`src/rtl/ireg_pkg.sv`:
```
package ireg_pkg;
    localparam int IDX_W = 16;
    localparam logic [IDX_W-1:0] IDX_RATIO   = 16'h0006;
    localparam logic [IDX_W-1:0] IDX_MINLUMA = 16'h00AD;

    typedef enum logic [1:0] {ACC_NONE, ACC_RO, ACC_WO, ACC_RW} acc_e;

    typedef enum logic {ST_IDLE, ST_RESP} host_st_e;

    // Read-write registers occupy indices 1..nrw
    function automatic acc_e classify(logic [IDX_W-1:0] idx, int nrw);
        if (idx == IDX_RATIO)                           return ACC_WO;
        if (idx == IDX_MINLUMA)                         return ACC_RO;
        if (32'(idx) >= 1 && 32'(idx) <= nrw)           return ACC_RW;
        return ACC_NONE;
    endfunction

    function automatic logic [15:0] rw_reset(int slot);
        case (slot)
            0:       return 16'h0010;
            1:       return 16'h0000;
            default: return 16'h02CF;
        endcase
    endfunction
endpackage

```
`src/rtl/ireg_luma_min.sv`:
```
module ireg_luma_min #(
    parameter int LUMA_W = 8
) (
    input  logic              clk,
    input  logic              rst,
    input  logic              field_start,
    input  logic              luma_valid,
    input  logic [LUMA_W-1:0] luma_data,
    output logic [LUMA_W-1:0] min_pub
);
    localparam logic [LUMA_W-1:0] MAX_CODE = '1;

    logic [LUMA_W-1:0] run_min;

    always_ff @(posedge clk) begin
        if (rst) begin
            run_min <= MAX_CODE;
            min_pub <= MAX_CODE;
        end else if (field_start) begin
            min_pub <= run_min;
            run_min <= luma_valid ? luma_data : MAX_CODE;
        end else if (luma_valid && luma_data < run_min) begin
            run_min <= luma_data;
        end
    end

    assert_pub_hold_R8: assert property (@(posedge clk) disable iff (rst)
        !field_start |=> $stable(min_pub));
    assert_restart_R8: assert property (@(posedge clk) disable iff (rst)
        (field_start && !luma_valid) |=> run_min == MAX_CODE);
endmodule

```
`src/rtl/ireg_bank.sv`:
```
module ireg_bank
    import ireg_pkg::*;
#(
    parameter int NUM_RW = 3,
    parameter int REG_W  = 16,
    parameter int LUMA_W = 8
) (
    input  logic                    clk,
    input  logic                    rst,
    input  logic                    wr_en,
    input  logic [IDX_W-1:0]        idx,
    input  logic [REG_W-1:0]        wr_data,
    input  logic [LUMA_W-1:0]       min_luma,
    output logic [REG_W-1:0]        rd_data,
    output logic [NUM_RW*REG_W-1:0] cfg_rw,
    output logic [REG_W-1:0]        ratio
);
    acc_e attr;
    assign attr = classify(idx, NUM_RW);

    logic [REG_W-1:0] rw_q [NUM_RW];

    for (genvar g = 0; g < NUM_RW; g++) begin : g_rw
        always_ff @(posedge clk) begin
            if (rst)
                rw_q[g] <= REG_W'(rw_reset(g));
            else if (wr_en && attr == ACC_RW && idx == IDX_W'(g + 1))
                rw_q[g] <= wr_data;
        end
        assign cfg_rw[g*REG_W +: REG_W] = rw_q[g];
    end

    always_ff @(posedge clk) begin
        if (rst)
            ratio <= '0;
        else if (wr_en && attr == ACC_WO)
            ratio <= wr_data;
    end

    always_comb begin
        rd_data = '0;
        unique case (attr)
            ACC_RO: rd_data = REG_W'(min_luma);
            ACC_RW: begin
                for (int i = 0; i < NUM_RW; i++)
                    if (idx == IDX_W'(i + 1)) rd_data = rw_q[i];
            end
            default: rd_data = '0;
        endcase
    end

    assert_ratio_guard_R6: assert property (@(posedge clk) disable iff (rst)
        (wr_en && attr != ACC_WO) |=> $stable(ratio));
endmodule

```
`src/rtl/ireg_host_fsm.sv`:
```
module ireg_host_fsm
    import ireg_pkg::*;
#(
    parameter int REG_W = 16
) (
    input  logic             clk,
    input  logic             rst,
    input  logic             req,
    input  logic             wr,
    input  logic [1:0]       addr,
    input  logic [REG_W-1:0] wdata,
    input  logic [REG_W-1:0] bank_rd,
    output logic             bank_wr,
    output logic [IDX_W-1:0] index,
    output logic [REG_W-1:0] rdata,
    output logic             rvalid
);
    host_st_e state, state_nx;
    logic rd_req;

    assign rd_req  = req && !wr;
    assign bank_wr = req && wr && addr == 2'd1;

    always_comb begin
        state_nx = state;
        unique case (state)
            ST_IDLE: if (rd_req)  state_nx = ST_RESP;
            ST_RESP: if (!rd_req) state_nx = ST_IDLE;
        endcase
    end

    always_ff @(posedge clk) begin
        if (rst) state <= ST_IDLE;
        else     state <= state_nx;
    end

    assign rvalid = (state == ST_RESP);

    always_ff @(posedge clk) begin
        if (rst) begin
            index <= '0;
            rdata <= '0;
        end else begin
            if (req && wr && addr == 2'd0)
                index <= IDX_W'(wdata);
            if (rd_req) begin
                unique case (addr)
                    2'd0:    rdata <= REG_W'(index);
                    2'd1:    rdata <= bank_rd;
                    default: rdata <= '0;
                endcase
            end
        end
    end

    assert_rvalid_due_R10: assert property (@(posedge clk) disable iff (rst)
        rd_req |=> rvalid);
    assert_rvalid_quiet_R10: assert property (@(posedge clk) disable iff (rst)
        !rd_req |=> !rvalid);
    assert_reserved_zero_R9: assert property (@(posedge clk) disable iff (rst)
        (rd_req && addr[1]) |=> rdata == '0);
    assert_index_hold_R3: assert property (@(posedge clk) disable iff (rst)
        !(req && wr && addr == 2'd0) |=> $stable(index));
endmodule

```
`src/rtl/ireg_port.sv`:
```
module ireg_port
    import ireg_pkg::*;
#(
    parameter int NUM_RW = 3,
    parameter int REG_W  = 16,
    parameter int LUMA_W = 8
) (
    input  logic                    clk,
    input  logic                    rst,
    input  logic                    host_req,
    input  logic                    host_wr,
    input  logic [1:0]              host_addr,
    input  logic [REG_W-1:0]        host_wdata,
    output logic [REG_W-1:0]        host_rdata,
    output logic                    host_rvalid,
    input  logic                    field_start,
    input  logic                    luma_valid,
    input  logic [LUMA_W-1:0]       luma_data,
    output logic [NUM_RW*REG_W-1:0] cfg_rw_o,
    output logic [REG_W-1:0]        ratio_o
);
    logic [IDX_W-1:0]  index;
    logic              bank_wr;
    logic [REG_W-1:0]  bank_rd;
    logic [LUMA_W-1:0] min_pub;

    ireg_host_fsm #(.REG_W(REG_W)) u_host (
        .clk(clk), .rst(rst), .req(host_req), .wr(host_wr), .addr(host_addr),
        .wdata(host_wdata), .bank_rd(bank_rd), .bank_wr(bank_wr), .index(index),
        .rdata(host_rdata), .rvalid(host_rvalid)
    );

    ireg_bank #(.NUM_RW(NUM_RW), .REG_W(REG_W), .LUMA_W(LUMA_W)) u_bank (
        .clk(clk), .rst(rst), .wr_en(bank_wr), .idx(index), .wr_data(host_wdata),
        .min_luma(min_pub), .rd_data(bank_rd), .cfg_rw(cfg_rw_o), .ratio(ratio_o)
    );

    ireg_luma_min #(.LUMA_W(LUMA_W)) u_luma (
        .clk(clk), .rst(rst), .field_start(field_start), .luma_valid(luma_valid),
        .luma_data(luma_data), .min_pub(min_pub)
    );
endmodule

```
`config.mk`:
```
export PLATFORM = sky130hd
export DESIGN_NAME = ireg_port
export DESIGN_NICKNAME = d
export VERILOG_FILES = /design/src/rtl/ireg_pkg.sv /design/src/rtl/ireg_luma_min.sv /design/src/rtl/ireg_bank.sv /design/src/rtl/ireg_host_fsm.sv /design/src/rtl/ireg_port.sv
export SDC_FILE = /design/constraint.sdc
export NUM_CORES = 1
export LEC_CHECK = 0
export ABC_AREA = 1
export BUFFER_PORTS_ARGS = -buffer_cell sky130_fd_sc_hd__buf_2
export CORE_ASPECT_RATIO = 1.75
export CORE_MARGIN = 3
export CORE_UTILIZATION = 50
export DETAILED_ROUTE_END_ITERATION = 10
export HOLD_SLACK_MARGIN = 0.03
export PLACE_DENSITY = 0.81
export SLEW_MARGIN = 20
export SYNTH_ARGS = -nofsm -noshare
export SYNTH_HDL_FRONTEND = slang
export SYNTH_SLANG_ARGS = --single-unit
```
`constraint.sdc`:
```
create_clock -name clk -period 3.5 [get_ports clk]
set_clock_uncertainty 0.1 [all_clocks]
set_input_delay 0.175 -clock clk [delete_from_list [all_inputs] [get_ports clk]]
set_output_delay 0.175 -clock clk [all_outputs]
set_load 0.02 [all_outputs]
```
; After elaboration in Yosys (flattened, before gate mapping)
; Memory sizes are Yosys's and may differ from the RTL's.
; Index checks and enable logic that the tools add are counted.
[word_totals]
register_bits = 65
ramBits = 48
in_bits = 32
output_inout_bits = 81
wordCells = 71
mem_count = 1
[classes]
n_lt_le_gt_ge = 3
n_eq_ne = 9
mux = 35
bitwise_logic = 3
reduce_logical = 14
[memory_table]
columns = memory, depth, width, read_ports, rd_ports_with_merged_regs, wr, line_no
row1 = u_bank.rw_q, 3, 16, 3, 0, 3, ireg_bank.sv:21  ; logic [REG_W-1:0] rw_q [NUM_RW];
[ops]
columns = operator, count
row1 = 2-to-1 mux 16 bit, 6
row2 = case mux 16 bit (2 select lines), 2
row3 = "== test 16 x 2 -> 1 bit, second input constant", 2
row4 = 2-to-1 mux 8 bit, 3
row5 = 2-to-1 mux 1 bit, 18
row6 = "== test 16 x 1 -> 1 bit, second input constant", 1
row7 = "== test 16 x 3 -> 1 bit, second input constant", 1
row8 = "== test 16 x 8 -> 1 bit, second input constant", 1
row9 = ">= comparator 16 x 1 -> 1 bit, second input constant", 1
row10 = "<= comparator 16 x 2 -> 1 bit, second input constant", 1
row11 = 2-to-1 mux 2 bit, 6
row12 = logical AND 1 bit, 11
row13 = less-than comparator 8 bit, 1
row14 = "== test 2 x 1 -> 1 bit, second input constant", 2
row15 = "== test 2 bit, second input constant", 2
row16 = bitwise OR 1 bit, 3
row17 = zero test 2 bit, 1
row18 = nonzero test 2 bit, 1
row19 = zero test 1 bit, 1

; Logic depth before layout (Yosys ltp)
[logic_depth]
ltp_word = 15
mapped_depth = 12
ltp_nobuf = 11

; Cells and area by module
; A second synthesis with hierarchy kept.
[unflattened]
cells_unflattened = 726
hier_area_um2 = 5625.4
[modules_own_cells]
columns = mod, instances, cells_each, area_each_um2, seq_area_each_um2
row1 = ireg_bank, 1, 361, 3151.8, 1761.7
row2 = ireg_host_fsm, 1, 252, 1626.6, 660.6
row3 = ireg_luma_min, 1, 113, 847.1, 320.3

; Least setup slack after synthesis
; OpenSTA, ideal clock, no wires.
[synth_timing]
path_type = reg2reg
startpoint = reg u_host.index[15]
endpoint = mem u_bank.rw_q[2][0] (enable)
setup_time_ps = 411
t_arrival_ps = 2513
t_required_ps = 2989
path_slack_ps = 476
stages_incl_launch_ff = 10
path_buffers = 2
period_less_slack_ps = 3024
cell_sequence = dfxtp_1 -> nor2_1 -> nand2_1 -> nor2_2 -> buf_4 -> nand3_2 -> nor2_2 -> inv_2 -> clkbuf_1 -> o21ai_0
[synth_lines]
columns = element, line_no
row1 = "start, declared", ireg_host_fsm.sv:14  ; output logic [IDX_W-1:0] index,
row2 = "start signal, assigned", ireg_host_fsm.sv:45  ; index <= IDX_W'(wdata);
row3 = "end, declared", ireg_bank.sv:21

==> results.yml <==
logic_synthesis:
  ys_types: 32
  syn_area_per_cell_um2: 8.61
  mappedNetlistArea_um2: 5010
  postSynthCellCount: 582
  ys_seq_area_frac: 0.547
  synth.net_count: 621
  yosysWarningCount: 0
  synth_seq_cells: 113
route:
  met3_length_um: 941
  antenna_left: 0
  avgViaCountPerCell: 5.46
  wl_per_cell_um: 16.8
  wl_met1_um: 5330
  drtIter0Drc: 328
  dr.pass1.iters: 7
  dr.max_layer_used: "met4"
  routed_wl_um: 14400
  wl_met2_um: 7580
  drc: 0
  dr_total_vias: 4666
setup_path:
  reg2reg_slack_ns: 0.85
  crit_path_start_kind: "register"
  path_max_fanout: 19
  crit_type: "reg -> reg"
  cp_data_required_time_ns: 3.52
  cp.arrival_ns: 2.66
  critPathCaptureType: "register"
finish:
  final_common_cell: "buf_2"
  nets: 758
  layout_common_cells: "buf_2, nand2_1, a21oi_1"
  area_growth_pct: 29.9
  postLayoutCoreUtil: 0.675
  finalInstanceArea_um2: 6510
  antennaDiodeCount: 0
  layout-drive-gt1-share: 0.245
clock_network:
  cts_buffers: 17
  post_cts_buffers: 0
  insertion_delay_ns: 0.41
  clockBufferDepth: 2
  root_buffer: "clkbuf_16"
  cts-htree-levels: 4
  post_cts_resized: 0
  tritoncts: "built"
  cts_hold_buf: 20
  cts.reportedPaths.clkPinSlew_ns: 0.05
  cts_sinks: 113
floorplanning:
  io_pins: 113
  die_area_um2: 11300
  die_x_um: 81.7
  core_area_um2: 9640
  rows: 47
  initial_core_util: 0.520
  die-height_um: 138
pwr:
  p_sw_mw: 0.846
  clkPwrFrac: 0.496
  ir_worst_vdd_mv: 0.454
  p_leak_nw: 3.02
  p_comb_frac: 0.090
  pwr-share-seq: 0.415
  switching_share: 0.242
  power.internal_mw: 2.65
  power.density_nw_per_um2: 537
global_routing:
  grt_pass1_wl_um: 23100
  grt_pass1_vias: 4595
  grt_overflow_total: 0
  grtUsageTotal: 0.269
  antenna_found_initial: 0
  grt_max_degree: 34
sta:
  tightest_slew_ns: 0.930
  setup_viol: 0
  hold_viol: 0
  fmax_mhz: 378
  drv_slew: 0
  finalCritPeriodShare: 0.756
  rsz0062_at_grt: "false"
  maxSlewHeadroom: 0.379
  fin_setup_tns_ns: 0
  min_period_ns: 2.65
placement:
  numPortBuffers: 112
  gp_congestion: 0.888
  dpl_cell_area_um2: 5710
  dpl.hpwl_um: 10700
flow_run:
  max-cap-violations: 0
min_path:
  hold_path.class: "in -> reg"
status:
  status: "finished, final reports clean"
==> through the flow <==
step / power (mW) / std cells / setup slack [ns] / hold slack (ns)
after floorplan: 1.66 / 582 / 0.476 / 0.210
final: 3.49 / 854 / 0.854 / 0.0436
after global routing: 3.60 / 854 / 0.640 / 0.0495
after global placement: 1.76 / 802 / 0.938 / 0.311
after CTS: 3.50 / 854 / 0.860 / 0.0330
after detailed placement: 1.77 / 802 / 0.876 / 0.326
==> synthesized netlist by cell type (all sizes together) <==
master | instances | share of area
a21oi | 68 | 0.068
clkinv | 4 | 0.0032
nor3 | 2 | 0.0042
nor2 | 80 | 0.070
nand4 | 13 | 0.017
dfxtp | 65 | 0.26
nand3 | 51 | 0.054
clkbuf | 16 | 0.012
inv | 51 | 0.039
nor3b | 1 | 0.0025
o21ai | 43 | 0.043
o21a | 16 | 0.024
o211ai | 8 | 0.012
ha | 7 | 0.017
edfxtp | 48 | 0.29
a211oi | 1 | 0.0015
and3 | 1 | 0.0012
nand2 | 99 | 0.075
buf | 8 | 0.0082
==> power groups by stage <==
stage	clock (mW)	sequential, mW	combinational (mW)
finish	1.73	1.45	0.313
global route	1.80	1.45	0.347
CTS	1.74	1.45	0.312
detailed placement	0	1.48	0.292
global placement	0	1.47	0.285
floorplan	0	1.50	0.160
==> routing by layer <==
layer  vias to the layer above  GRT usage
met5                         -          0
met4                         0      0.117
met3                        46     0.0801
met2                       194      0.458
met1                      2173      0.305
li1                       2253          -
==> worst max-delay path, stage by stage, from the launching register on <==
cell	delay, ns
dfxtp_1	0.31
nor2_1	0.11
nand2_1	0.07
nor2_2	0.17
buf_4	0.25
nand3_2	0.12
nor2_2	0.22
inv_2	0.19
o21ai_1	0.51
buf_4	0.29
==> sequential cells by signal, indices dropped and copies added, names as in the netlist <==
register and count:
u_host.rdata 16, u_host.rvalid 1, u_bank.rw_q 48, u_host.index 16, u_luma.run_min 8, u_luma.min_pub 8, u_bank.ratio 16
==> kinds of logic (layout without fill, tap and decap cells) <==
| family | count (synthesis) | count (layout) | share of synthesized area |
|---|---|---|---|
| simple gates | 247 | 247 | 0.225 |
| flops | 113 | 113 | 0.547 |
| buf+inv | 79 | 229 | 0.0621 |
| fa+ha+maj | 7 | 7 | 0.0175 |
| compound gates | 136 | 136 | 0.148 |
==> area by class of cell <==
cell class                      instances  area [um^2]
Fill cell                             763         3130
Inverter                               55          210
Sequential cell                       113         2740
Multi-Input combinational cell        390         1970
Clock inverter                         12          129
Clock buffer                           20          478
Tap cell                              122          153
Timing Repair Buffer                  142          836
==> path summary, 6_finish.rpt <==
| path | from | end | cells past startpoint |
|---|---|---|---|
| worst max-delay path | u_host.index[12]$_SDFFE_PP0P_ | u_bank.rw_q[2][9]$_SDFFCE_PN1P_ | 9 |
| worst min-delay path | host_wdata[14] | u_host.index[14]$_SDFFE_PP0P_ | 3 |
| worst max register to register | u_host.index[12]$_SDFFE_PP0P_ | u_bank.rw_q[2][9]$_SDFFCE_PN1P_ | 9 |
| worst min register to register | u_bank.ratio[12]$_SDFFE_PP0P_ | u_bank.ratio[12]$_SDFFE_PP0P_ | 1 |
Note: power is estimated with default switching activity, not from simulation.
